### src/rtl/serchain_pkg.sv
package serchain_pkg;

  typedef enum logic [2:0] {
    ST_IDLE,
    ST_SETUP,
    ST_CLK,
    ST_HOLD,
    ST_FIN
  } rd_state_e;

  // 5-bit check over one byte, generator x^5+x^4+x^2+1, zero seed, MSB first
  function automatic logic [4:0] crc5_calc(input logic [7:0] d);
    logic [4:0] c;
    logic       fb;
    c = 5'd0;
    for (int i = 7; i >= 0; i--) begin
      fb = c[4] ^ d[i];
      c  = {c[3:0], 1'b0};
      if (fb) c = c ^ 5'h15;
    end
    return c;
  endfunction

endpackage

### src/rtl/serchain_rst_sync.sv
module serchain_rst_sync (
  input  logic clk,
  input  logic rst_n,
  output logic rst_q_n
);
  logic [1:0] sync_q;

  always_ff @(posedge clk or negedge rst_n) begin
    if (!rst_n) sync_q <= 2'b00;
    else        sync_q <= {sync_q[0], 1'b1};
  end

  assign rst_q_n = sync_q[1];
endmodule

### src/rtl/serchain_clkdiv.sv
module serchain_clkdiv #(
  parameter int CLK_DIV = 2
) (
  input  logic clk,
  input  logic rst_q_n,
  input  logic en_i,
  output logic tick_o
);
  localparam int CW = $clog2(CLK_DIV + 1);

  logic [CW-1:0] cnt_q, cnt_d;
  logic          wrap;

  assign wrap   = (cnt_q == CW'(CLK_DIV - 1));
  assign tick_o = en_i && wrap;

  always_comb begin
    if (!en_i)     cnt_d = '0;
    else if (wrap) cnt_d = '0;
    else           cnt_d = cnt_q + 1'b1;
  end

  always_ff @(posedge clk or negedge rst_q_n) begin
    if (!rst_q_n) cnt_q <= '0;
    else          cnt_q <= cnt_d;
  end
endmodule

### src/rtl/serchain_chip_diag.sv
module serchain_chip_diag #(
  parameter int HAS_STATUS = 1
) (
  input  logic [7:0] in_byte_i,
  input  logic [7:0] stat_i,
  input  logic       pin_i,
  input  logic       ignore_uv_i,
  output logic [7:0] data_o,
  output logic       crc_err_o,
  output logic       otemp_o,
  output logic       uv_alarm_o,
  output logic       uv_warn_o,
  output logic       faulty_o
);
  logic pin_hit;

  generate
    if (HAS_STATUS != 0) begin : g_stat
      logic [4:0] crc_exp;
      assign crc_exp    = serchain_pkg::crc5_calc(in_byte_i);
      assign crc_err_o  = (stat_i[7:3] != crc_exp);
      assign otemp_o    = stat_i[1];
      assign uv_alarm_o = !ignore_uv_i && !stat_i[2];
      assign uv_warn_o  = !ignore_uv_i && !stat_i[0];
    end else begin : g_lean
      assign crc_err_o  = 1'b0;
      assign otemp_o    = 1'b0;
      assign uv_alarm_o = 1'b0;
      assign uv_warn_o  = 1'b0;
    end
  endgenerate

  assign pin_hit  = pin_i && !ignore_uv_i;
  assign faulty_o = pin_hit || crc_err_o || otemp_o || uv_alarm_o;
  assign data_o   = faulty_o ? 8'h00 : in_byte_i;
endmodule

### src/rtl/serchain_reader.sv
module serchain_reader #(
  parameter int N_CHIPS   = 3,
  parameter int STATUS_EN = 1,
  parameter int FAULT_W   = 3,
  parameter int CLK_DIV   = 2,
  parameter int CPOL      = 0,
  parameter int CPHA      = 0
) (
  input  logic                   clk,
  input  logic                   rst_n,
  input  logic                   start_i,
  input  logic                   ignore_uv_i,
  input  logic [FAULT_W-1:0]     fault_pin_i,
  input  logic [2*N_CHIPS-1:0]   dbnc_sel_i,
  input  logic                   miso_i,
  output logic                   sclk_o,
  output logic                   cs_n_o,
  output logic                   modesel_o,
  output logic [N_CHIPS-1:0]     db0_o,
  output logic [N_CHIPS-1:0]     db1_o,
  output logic                   done_o,
  output logic [8*N_CHIPS-1:0]   data_o,
  output logic [N_CHIPS-1:0]     fault_o,
  output logic [N_CHIPS-1:0]     crc_err_o,
  output logic [N_CHIPS-1:0]     otemp_o,
  output logic [N_CHIPS-1:0]     uv_alarm_o,
  output logic [N_CHIPS-1:0]     uv_warn_o
);
  import serchain_pkg::*;

  localparam int W     = (STATUS_EN != 0) ? 2 : 1;
  localparam int NBITS = 8 * W * N_CHIPS;
  localparam int NEDGE = 2 * NBITS;
  localparam int EW    = $clog2(NEDGE + 1);
  localparam logic IDLE_LVL = (CPOL != 0);

  logic rst_q_n;
  logic tick;

  rd_state_e        st_q, st_d;
  logic [EW-1:0]    edge_q, edge_d;
  logic             sclk_q, sclk_d;
  logic             cs_q, cs_d;
  logic [NBITS-1:0] shreg_q, shreg_d;
  logic             lead_edge, take_bit, load;

  logic [8*N_CHIPS-1:0] data_d;
  logic [N_CHIPS-1:0]   fault_d, crc_d, ot_d, uva_d, uvw_d;
  logic [8*N_CHIPS-1:0] data_q;
  logic [N_CHIPS-1:0]   fault_q, crc_q, ot_q, uva_q, uvw_q;
  logic                 done_q;
  logic [N_CHIPS-1:0]   db0_q, db1_q, db0_d, db1_d;

  serchain_rst_sync u_rst (
    .clk    (clk),
    .rst_n  (rst_n),
    .rst_q_n(rst_q_n)
  );

  serchain_clkdiv #(.CLK_DIV(CLK_DIV)) u_div (
    .clk    (clk),
    .rst_q_n(rst_q_n),
    .en_i   ((st_q == ST_SETUP) || (st_q == ST_CLK) || (st_q == ST_HOLD)),
    .tick_o (tick)
  );

  // even edge index = leading edge away from idle level
  assign lead_edge = !edge_q[0];
  assign take_bit  = (CPHA != 0) ? !lead_edge : lead_edge;

  always_comb begin
    st_d    = st_q;
    edge_d  = edge_q;
    sclk_d  = sclk_q;
    cs_d    = cs_q;
    shreg_d = shreg_q;
    case (st_q)
      ST_IDLE: begin
        if (start_i) begin
          st_d = ST_SETUP;
          cs_d = 1'b0;
        end
      end
      ST_SETUP: begin
        if (tick) begin
          st_d   = ST_CLK;
          edge_d = '0;
        end
      end
      ST_CLK: begin
        if (tick) begin
          sclk_d = !sclk_q;
          edge_d = edge_q + 1'b1;
          if (take_bit) shreg_d = {shreg_q[NBITS-2:0], miso_i};
          if (edge_q == EW'(NEDGE - 1)) st_d = ST_HOLD;
        end
      end
      ST_HOLD: begin
        if (tick) begin
          cs_d = 1'b1;
          st_d = ST_FIN;
        end
      end
      ST_FIN:  st_d = ST_IDLE;
      default: st_d = ST_IDLE;
    endcase
  end

  always_ff @(posedge clk or negedge rst_q_n) begin
    if (!rst_q_n) begin
      st_q    <= ST_IDLE;
      edge_q  <= '0;
      sclk_q  <= IDLE_LVL;
      cs_q    <= 1'b1;
      shreg_q <= '0;
    end else begin
      st_q    <= st_d;
      edge_q  <= edge_d;
      sclk_q  <= sclk_d;
      cs_q    <= cs_d;
      shreg_q <= shreg_d;
    end
  end

  // per-chip slot decode: chip 0 occupies the top of the frame
  genvar gi;
  generate
    for (gi = 0; gi < N_CHIPS; gi++) begin : g_chip
      localparam int TOP = NBITS - 1 - 8 * W * gi;
      logic [7:0] stat_b;
      logic       pin_b;
      if (STATUS_EN != 0) begin : g_s
        assign stat_b = shreg_q[TOP-8 -: 8];
      end else begin : g_n
        assign stat_b = 8'h00;
      end
      if (FAULT_W == 1) begin : g_shared
        assign pin_b = fault_pin_i[0];
      end else begin : g_own
        assign pin_b = fault_pin_i[gi];
      end
      serchain_chip_diag #(.HAS_STATUS(STATUS_EN)) u_diag (
        .in_byte_i  (shreg_q[TOP -: 8]),
        .stat_i     (stat_b),
        .pin_i      (pin_b),
        .ignore_uv_i(ignore_uv_i),
        .data_o     (data_d[8*gi +: 8]),
        .crc_err_o  (crc_d[gi]),
        .otemp_o    (ot_d[gi]),
        .uv_alarm_o (uva_d[gi]),
        .uv_warn_o  (uvw_d[gi]),
        .faulty_o   (fault_d[gi])
      );
      assign db0_d[gi] = dbnc_sel_i[2*gi];
      assign db1_d[gi] = dbnc_sel_i[2*gi+1];
    end
  endgenerate

  assign load = (st_q == ST_FIN);

  always_ff @(posedge clk or negedge rst_q_n) begin
    if (!rst_q_n) begin
      data_q  <= '0;
      fault_q <= '0;
      crc_q   <= '0;
      ot_q    <= '0;
      uva_q   <= '0;
      uvw_q   <= '0;
      done_q  <= 1'b0;
    end else begin
      done_q <= load;
      if (load) begin
        data_q  <= data_d;
        fault_q <= fault_d;
        crc_q   <= crc_d;
        ot_q    <= ot_d;
        uva_q   <= uva_d;
        uvw_q   <= uvw_d;
      end
    end
  end

  always_ff @(posedge clk or negedge rst_q_n) begin
    if (!rst_q_n) begin
      db0_q <= '0;
      db1_q <= '0;
    end else if (st_q == ST_IDLE) begin
      db0_q <= db0_d;
      db1_q <= db1_d;
    end
  end

  assign sclk_o     = sclk_q;
  assign cs_n_o     = cs_q;
  assign modesel_o  = (STATUS_EN == 0);
  assign db0_o      = db0_q;
  assign db1_o      = db1_q;
  assign done_o     = done_q;
  assign data_o     = data_q;
  assign fault_o    = fault_q;
  assign crc_err_o  = crc_q;
  assign otemp_o    = ot_q;
  assign uv_alarm_o = uva_q;
  assign uv_warn_o  = uvw_q;

  // ---------------- assertions ----------------
  logic [EW-1:0] chk_act_q;
  logic          chk_sclk_q;

  always_ff @(posedge clk or negedge rst_q_n) begin
    if (!rst_q_n) begin
      chk_act_q  <= '0;
      chk_sclk_q <= IDLE_LVL;
    end else begin
      chk_sclk_q <= sclk_o;
      if (cs_n_o) chk_act_q <= '0;
      else if ((sclk_o != IDLE_LVL) && (chk_sclk_q == IDLE_LVL)) chk_act_q <= chk_act_q + 1'b1;
    end
  end

  p_sclk_idle_r1: assert property (@(posedge clk) disable iff (!rst_q_n)
    cs_n_o |-> (sclk_o == IDLE_LVL));

  p_clock_count_r1: assert property (@(posedge clk) disable iff (!rst_q_n)
    $rose(cs_n_o) |-> (chk_act_q == EW'(NBITS)));

  p_done_pulse_r2: assert property (@(posedge clk) disable iff (!rst_q_n)
    done_o |=> !done_o);

  p_hold_data_r2: assert property (@(posedge clk) disable iff (!rst_q_n)
    !done_o |-> ($stable(data_o) && $stable(fault_o)));

  p_db_frozen_r11: assert property (@(posedge clk) disable iff (!rst_q_n)
    (!cs_n_o && !$past(cs_n_o)) |-> ($stable(db0_o) && $stable(db1_o)));

endmodule

### config.mk
export PLATFORM = sky130hd
export DESIGN_NAME = serchain_reader
export DESIGN_NICKNAME = d
export VERILOG_FILES = /design/src/rtl/serchain_pkg.sv /design/src/rtl/serchain_rst_sync.sv /design/src/rtl/serchain_clkdiv.sv /design/src/rtl/serchain_chip_diag.sv /design/src/rtl/serchain_reader.sv
export SDC_FILE = /design/constraint.sdc
export NUM_CORES = 1
export LEC_CHECK = 0
export ABC_CLOCK_PERIOD_IN_PS = 6850
export BUFFER_PORTS_ARGS = -buffer_cell sky130_fd_sc_hd__clkbuf_2
export CAP_MARGIN = 20
export CORE_UTILIZATION = 55
export DETAILED_ROUTE_END_ITERATION = 10
export HOLD_SLACK_MARGIN = 0.05
export PLACE_DENSITY = 0.82
export SYNTH_ARGS = -nofsm -noshare
export SYNTH_HDL_FRONTEND = slang
export SYNTH_SLANG_ARGS = --single-unit
export TNS_END_PERCENT = 30
### constraint.sdc
create_clock -name clk -period 6.85 [get_ports clk]
set_input_delay 0 -clock clk [delete_from_list [all_inputs] [get_ports clk]]
set_output_delay 0 -clock clk [all_outputs]
set_load 0.01 [all_outputs]
# Word level (Yosys, flattened, before mapping)
# Index checks and enable logic that the tools add are counted.
[word_totals]
in_bits = 14
register_bits = 110
wordCells = 153
[op_classes]
bitwise_logic = 43
addsub = 2
n_eq_ne = 14
n_reduce_logical = 37
muxes = 41
[op_table]
columns = ["cell", "count"]
rows = [
  ["$mux 5", 24],
  ["$not 3->3", 21],
  ["$mux 8", 3],
  ["$xor 1x1->1", 21],
  ["$mux 3", 5],
  ["$ne 5x5->1", 3],
  ["$mux 7", 2],
  ["$pmux 7 s2", 1],
  ["$pmux 3 s4", 1],
  ["$logic_or 1x1->1", 11],
  ["$logic_and 1x1->1", 10],
  ["$reduce_and 3->1", 3],
  ["$logic_not 1->1", 8],
  ["$ne 2x2->1 const B", 4],
  ["$add 7x1->7 const B", 1],
  ["$eq 7x7->1 const B", 1],
  ["$eq 3x2->1 const B", 2],
  ["$reduce_and 5->1", 1],
  ["$mux 2", 2],
  ["$reduce_bool 2->1", 2],
  ["$eq 3x1->1 const B", 1],
  ["$eq 3x3->1 const B", 1],
  ["$logic_not 3->1", 1],
  ["$add 2x1->2 const B", 1],
  ["other kinds (6)", 7],
]

# Depth between registers and ports, before layout
[depth]
word_depth = 20
mapped_depth = 7

# Cells and area by module
# Synthesis repeated with hierarchy kept, for this count alone.
[hier_totals]
hier_cells = 370
hier_area_um2 = 5296.3
[by_module_without_submodules]
columns = ["module", "seq_area_each_um2", "area_each_um2", "instances", "cells_per_inst"]
rows = [
  ["serchain_reader", 2653.8, 4195.3, 1, 263],
  ["serchain_chip_diag", 0.0, 322.8, 3, 33],
  ["serchain_clkdiv", 50.0, 78.8, 1, 5],
  ["serchain_rst_sync", 50.0, 53.8, 1, 3],
]

# Worst setup path after synthesis
# OpenSTA, ideal clock, no wires.
[synth_timing]
path_kind = "flip-flop to flip-flop"
start = "register st_q[2]"
end = "register shreg_q[5]"
setup_slack_ns = 4.772
arrival_time_ns = 1.953
path_stages_with_launch = 7
setup_time_ns = 0.125
synth_period_minus_slack_ns = 2.078
path_cell_list = "dfrtp_1 -> clkbuf_1 -> nor3b_1 -> nand3b_1 -> nor2_1 -> buf_2 -> mux2_2"
[synth_between]
elab_chain_cells = 5
[synth_lines]
columns = ["item", "line_no", "text"]
rows = [
  ["start: declaration", "serchain_reader.sv:40", "rd_state_e st_q, st_d;"],
  ["start signal: assignment", "serchain_reader.sv:117", "st_q <= st_d;"],
  ["$eq 3x1->1 / $eq 3x2->1 (equally long branches)", "serchain_reader.sv:63, serchain_reader.sv:77", ""],
  ["$logic_or 1x1->1 (2 in series)", "serchain_reader.sv:63", ".en_i ((st_q == ST_SETUP) || (st_q == ST_CLK) || (st_q == ST_HOLD)),"],
  ["$logic_and 1x1->1", "serchain_clkdiv.sv:15", "assign tick_o = en_i && wrap;"],
  ["$reduce_and 3->1 (no line) *", "--", ""],
  ["end signal: assignment", "serchain_reader.sv:121", "shreg_q <= shreg_d;"],
  ["end: declaration", "serchain_reader.sv:44", "logic [NBITS-1:0] shreg_q, shreg_d;"],
]
# Every way passes the cells marked *; elsewhere a longest branch is shown, timed or not.
# A chain may end at the register's enable or synchronous reset.

# Worst setup path after layout
[layout_timing]
start = "register st_q[2]"
end = "register shreg_q[10]"
# Same word-level chain as after synthesis.

==> impl_metrics.json <==
{
  "p_leak_nw": 2.71,
  "layout.cells.non_filler": 608,
  "syn_area_per_cell_sq_um": 11.8,
  "power_density_mw_per_mm2": 340,
  "io_buffers": 61,
  "cp.arrival_ns": 2.77,
  "stdcell_area_sq_mm": 0.00575,
  "grt_pass1_wl_mm": 16.4,
  "antenna_found_initial": 0,
  "max-clock-path-buffers": 2,
  "synth_largest_area_cell": "dfrtp_1",
  "clk_pin_slew_ns": 0.09,
  "cts-buffers-inserted": 9,
  "r2r_end": "shreg_q[10]",
  "syn_to_final_growth_pct": 14.4,
  "num_rows": 34,
  "startpoint": "st_q[2]",
  "layout.nets": 510,
  "viasPerCell": 5.56,
  "grt_pass1_vias": 3411,
  "reg2reg_from": "st_q[2]",
  "place_inst": 580,
  "finClkSkew_ns": 0.0139,
  "cp_slowest_cell": "buf_4",
  "violations": "DRC",
  "drtAntennaViolNets": 0,
  "worst_pin_slew_ns": 0.904,
  "slowest_delay_ns": 0.53,
  "synth-main-ff-cell": "dfrtp_1",
  "max_cap_violations": 0,
  "required_ns": 7.11,
  "min_path_type": "input port to register",
  "crit_chain": "nor3b_1 > nand3b_1 > nor2_4 > buf_4 > mux2_2",
  "max_freq_mhz": 398,
  "die_area_sq_mm": 0.00953,
  "finalHoldViolCount": 0,
  "synth_top_cell_area_share": 0.542,
  "grt_max_degree": 88,
  "hpwl_mm": 6.40,
  "gp_congestion": 0.829,
  "rsz0062_at_grt": "no",
  "finalCritPeriodShare": 0.367,
  "dpl-instance-area_sq_mm": 0.00542,
  "finalPower_mw": 1.96,
  "wl_per_cell_microns": 15.6,
  "ys_ff_latch": 110,
  "cts_tree": "yes",
  "final_common_cell": "dfrtp_1",
  "synth_area_sq_mm": 0.00503,
  "worstSetupPathDepth": 5,
  "status": "complete, but fails checks",
  "drc": 9,
  "crit_path_start_kind": "register",
  "syn_nets": 441,
  "clock_sinks": 110,
  "cts-root-buf": "clkbuf_8",
  "final_cell_mix": "dfrtp_1 (108), nand2_1 (78), clkbuf_2 (61), mux2_2 (49)",
  "cts_setup_buffers": 0,
  "dr.pass1.iters": 7,
  "rrSetupSlack_ns": 4.33,
  "peakVddDrop_mv": 0.233,
  "setup.worst_path.end_class": "register",
  "vias": 3379,
  "core_sq_mm": 0.00881,
  "synth_area_leaders": "dfrtp_1 (54%), mux2_2 (11%), nand2_1 (5.8%)",
  "path_buf_inv": 1,
  "fp.dieW_microns": 97.6,
  "reg2reg_depth": 5,
  "setup_tns_ns": 0,
  "period_needed_ns": 2.52,
  "ys_types": 44,
  "io_pins": 63,
  "synthArstFlopShare": 1.00,
  "yosys_warnings": 0,
  "n_antenna_cell": 0,
  "floorplan.initialDensity": 0.571,
  "first_iter_violations": 192,
  "cp_max_fo": 51,
  "critPathKind": "register to register",
  "finalMaxSlewViolations": 0,
  "cpLargestDelayFamily": "simple AND/OR/NAND/NOR gates",
  "setup_viol": 0,
  "slew_headroom": 0.393,
  "netlist_instances": 426,
  "drt-total-wl_mm": 9.46,
  "worstSkewPairLatency_ns": 0.38,
  "die_y_microns": 97.6,
  "synth_edf_count": 0,
  "ys_seq_area_frac": 0.548,
  "overflow": 0,
  "cts-htree-levels": 3,
  "grtUsageTotal": 0.220,
  "crit_path_end": "shreg_q[10]",
  "final_layout_size_suffix_gt1_frac": 0.284
}
## Yosys cell counts (all sizes together) (2+ instances only)
library cell  number
clkbuf            11
conb               2
mux2i              2
a21oi              4
inv                7
a21o               2
buf                7
o32a               3
xnor3              5
and3               6
o21a               2
nor2              12
o221ai             2
mux2              52
nor3               7
o22a               2
o21ai             21
nand3              6
nand2             78
o31ai             24
xnor2             26
dfrtp            109
xor2              12
a2111oi            4
nor2b              7
## area by class of cell
cell class | instances | area [sq um]
Fill cell | 718 | 3050
Sequential cell | 110 | 2760
Multi-Input combinational cell | 291 | 2170
Timing Repair Buffer | 76 | 465
Clock buffer | 11 | 141
Tap cell | 108 | 135
Clock inverter | 5 | 57.6
Inverter | 7 | 26.3
## stage by stage
stage | setup WS [ns] | util | hold WS (ns)
2_1_floorplan | 3.56 | - | -0.296
3_3_place_gp | 4.52 | 0.615 | -0.214
3_5_place_dp | 4.36 | 0.615 | -0.211
4_1_cts | 4.35 | 0.650 | 0.155
5_1_grt | 4.23 | 0.653 | 0.185
6_report | 4.33 | 0.653 | 0.183
## metal layers
layer	wire (microns)	up-vias	share of wire	track usage
met1	4300	1662	0.45	0.288
met2	4490	81	0.47	0.355
met4	248	0	0.026	0.110
li1	-	1616	-	-
met5	0	-	0	0
met3	424	20	0.045	0.0396
## kinds of logic (layout without fill, tap and decap cells)
logic type,Yosys count,after routing,share of synthesized area
other,2,2,0.00149
AOI/OAI and AO/OA,69,69,0.101
and+or+nand+nor,121,121,0.106
adders and majority gates,1,1,0.00249
buffers and inverters,25,99,0.0229
xor gates and xnor gates,44,44,0.0978
muxes,54,54,0.120
DFF,110,110,0.548
## sequential cells by signal, summed over array words and instances (netlist names)
name and flops:
otemp_o 3, db1_o 3, cs_n_o 1, sclk_o 1, uv_warn_o 3, fault_o 3, crc_err_o 3, edge_q 7
u_div.cnt_q 2, u_rst.sync_q 2, done_o 1, uv_alarm_o 3, data_o 24, st_q 3, db0_o 3, shreg_q 48
## power by group
part | internal [mW] | switching [mW] | total (mW)
registers | 0.783 | 0.129 | 0.912
logic | 0.313 | 0.333 | 0.646
clock network | 0.180 | 0.217 | 0.397
## how the worst min path moves through the flow
stage	start	end	slack (ns)	cells after the start
2_1_floorplan	rst_n	u_rst.sync_q[0]	-0.30	0
3_3_place_gp	rst_n	u_rst.sync_q[0]	-0.21	1
3_5_place_dp	rst_n	u_rst.sync_q[0]	-0.21	1
4_1_cts	fault_pin_i[2]	fault_o[2]	0.15	4
5_1_grt	fault_pin_i[0]	fault_o[0]	0.18	4
6_report	fault_pin_i[2]	fault_o[2]	0.18	4
## tightest hold or removal path: stages
cell and delay, ns:
clkbuf_2 0.08, inv_1 0.04, a21oi_1 0.21, o32a_1 0.19
## what timing repair did
action | in CTS | in global routing
endpoints found under the setup margin | 0 | 0
resized for setup | 0 | 0
hold buffers | 11 | 0
endpoints found under the hold margin | 17 | 0
No activity file was read; power rests on OpenSTA's default activity.
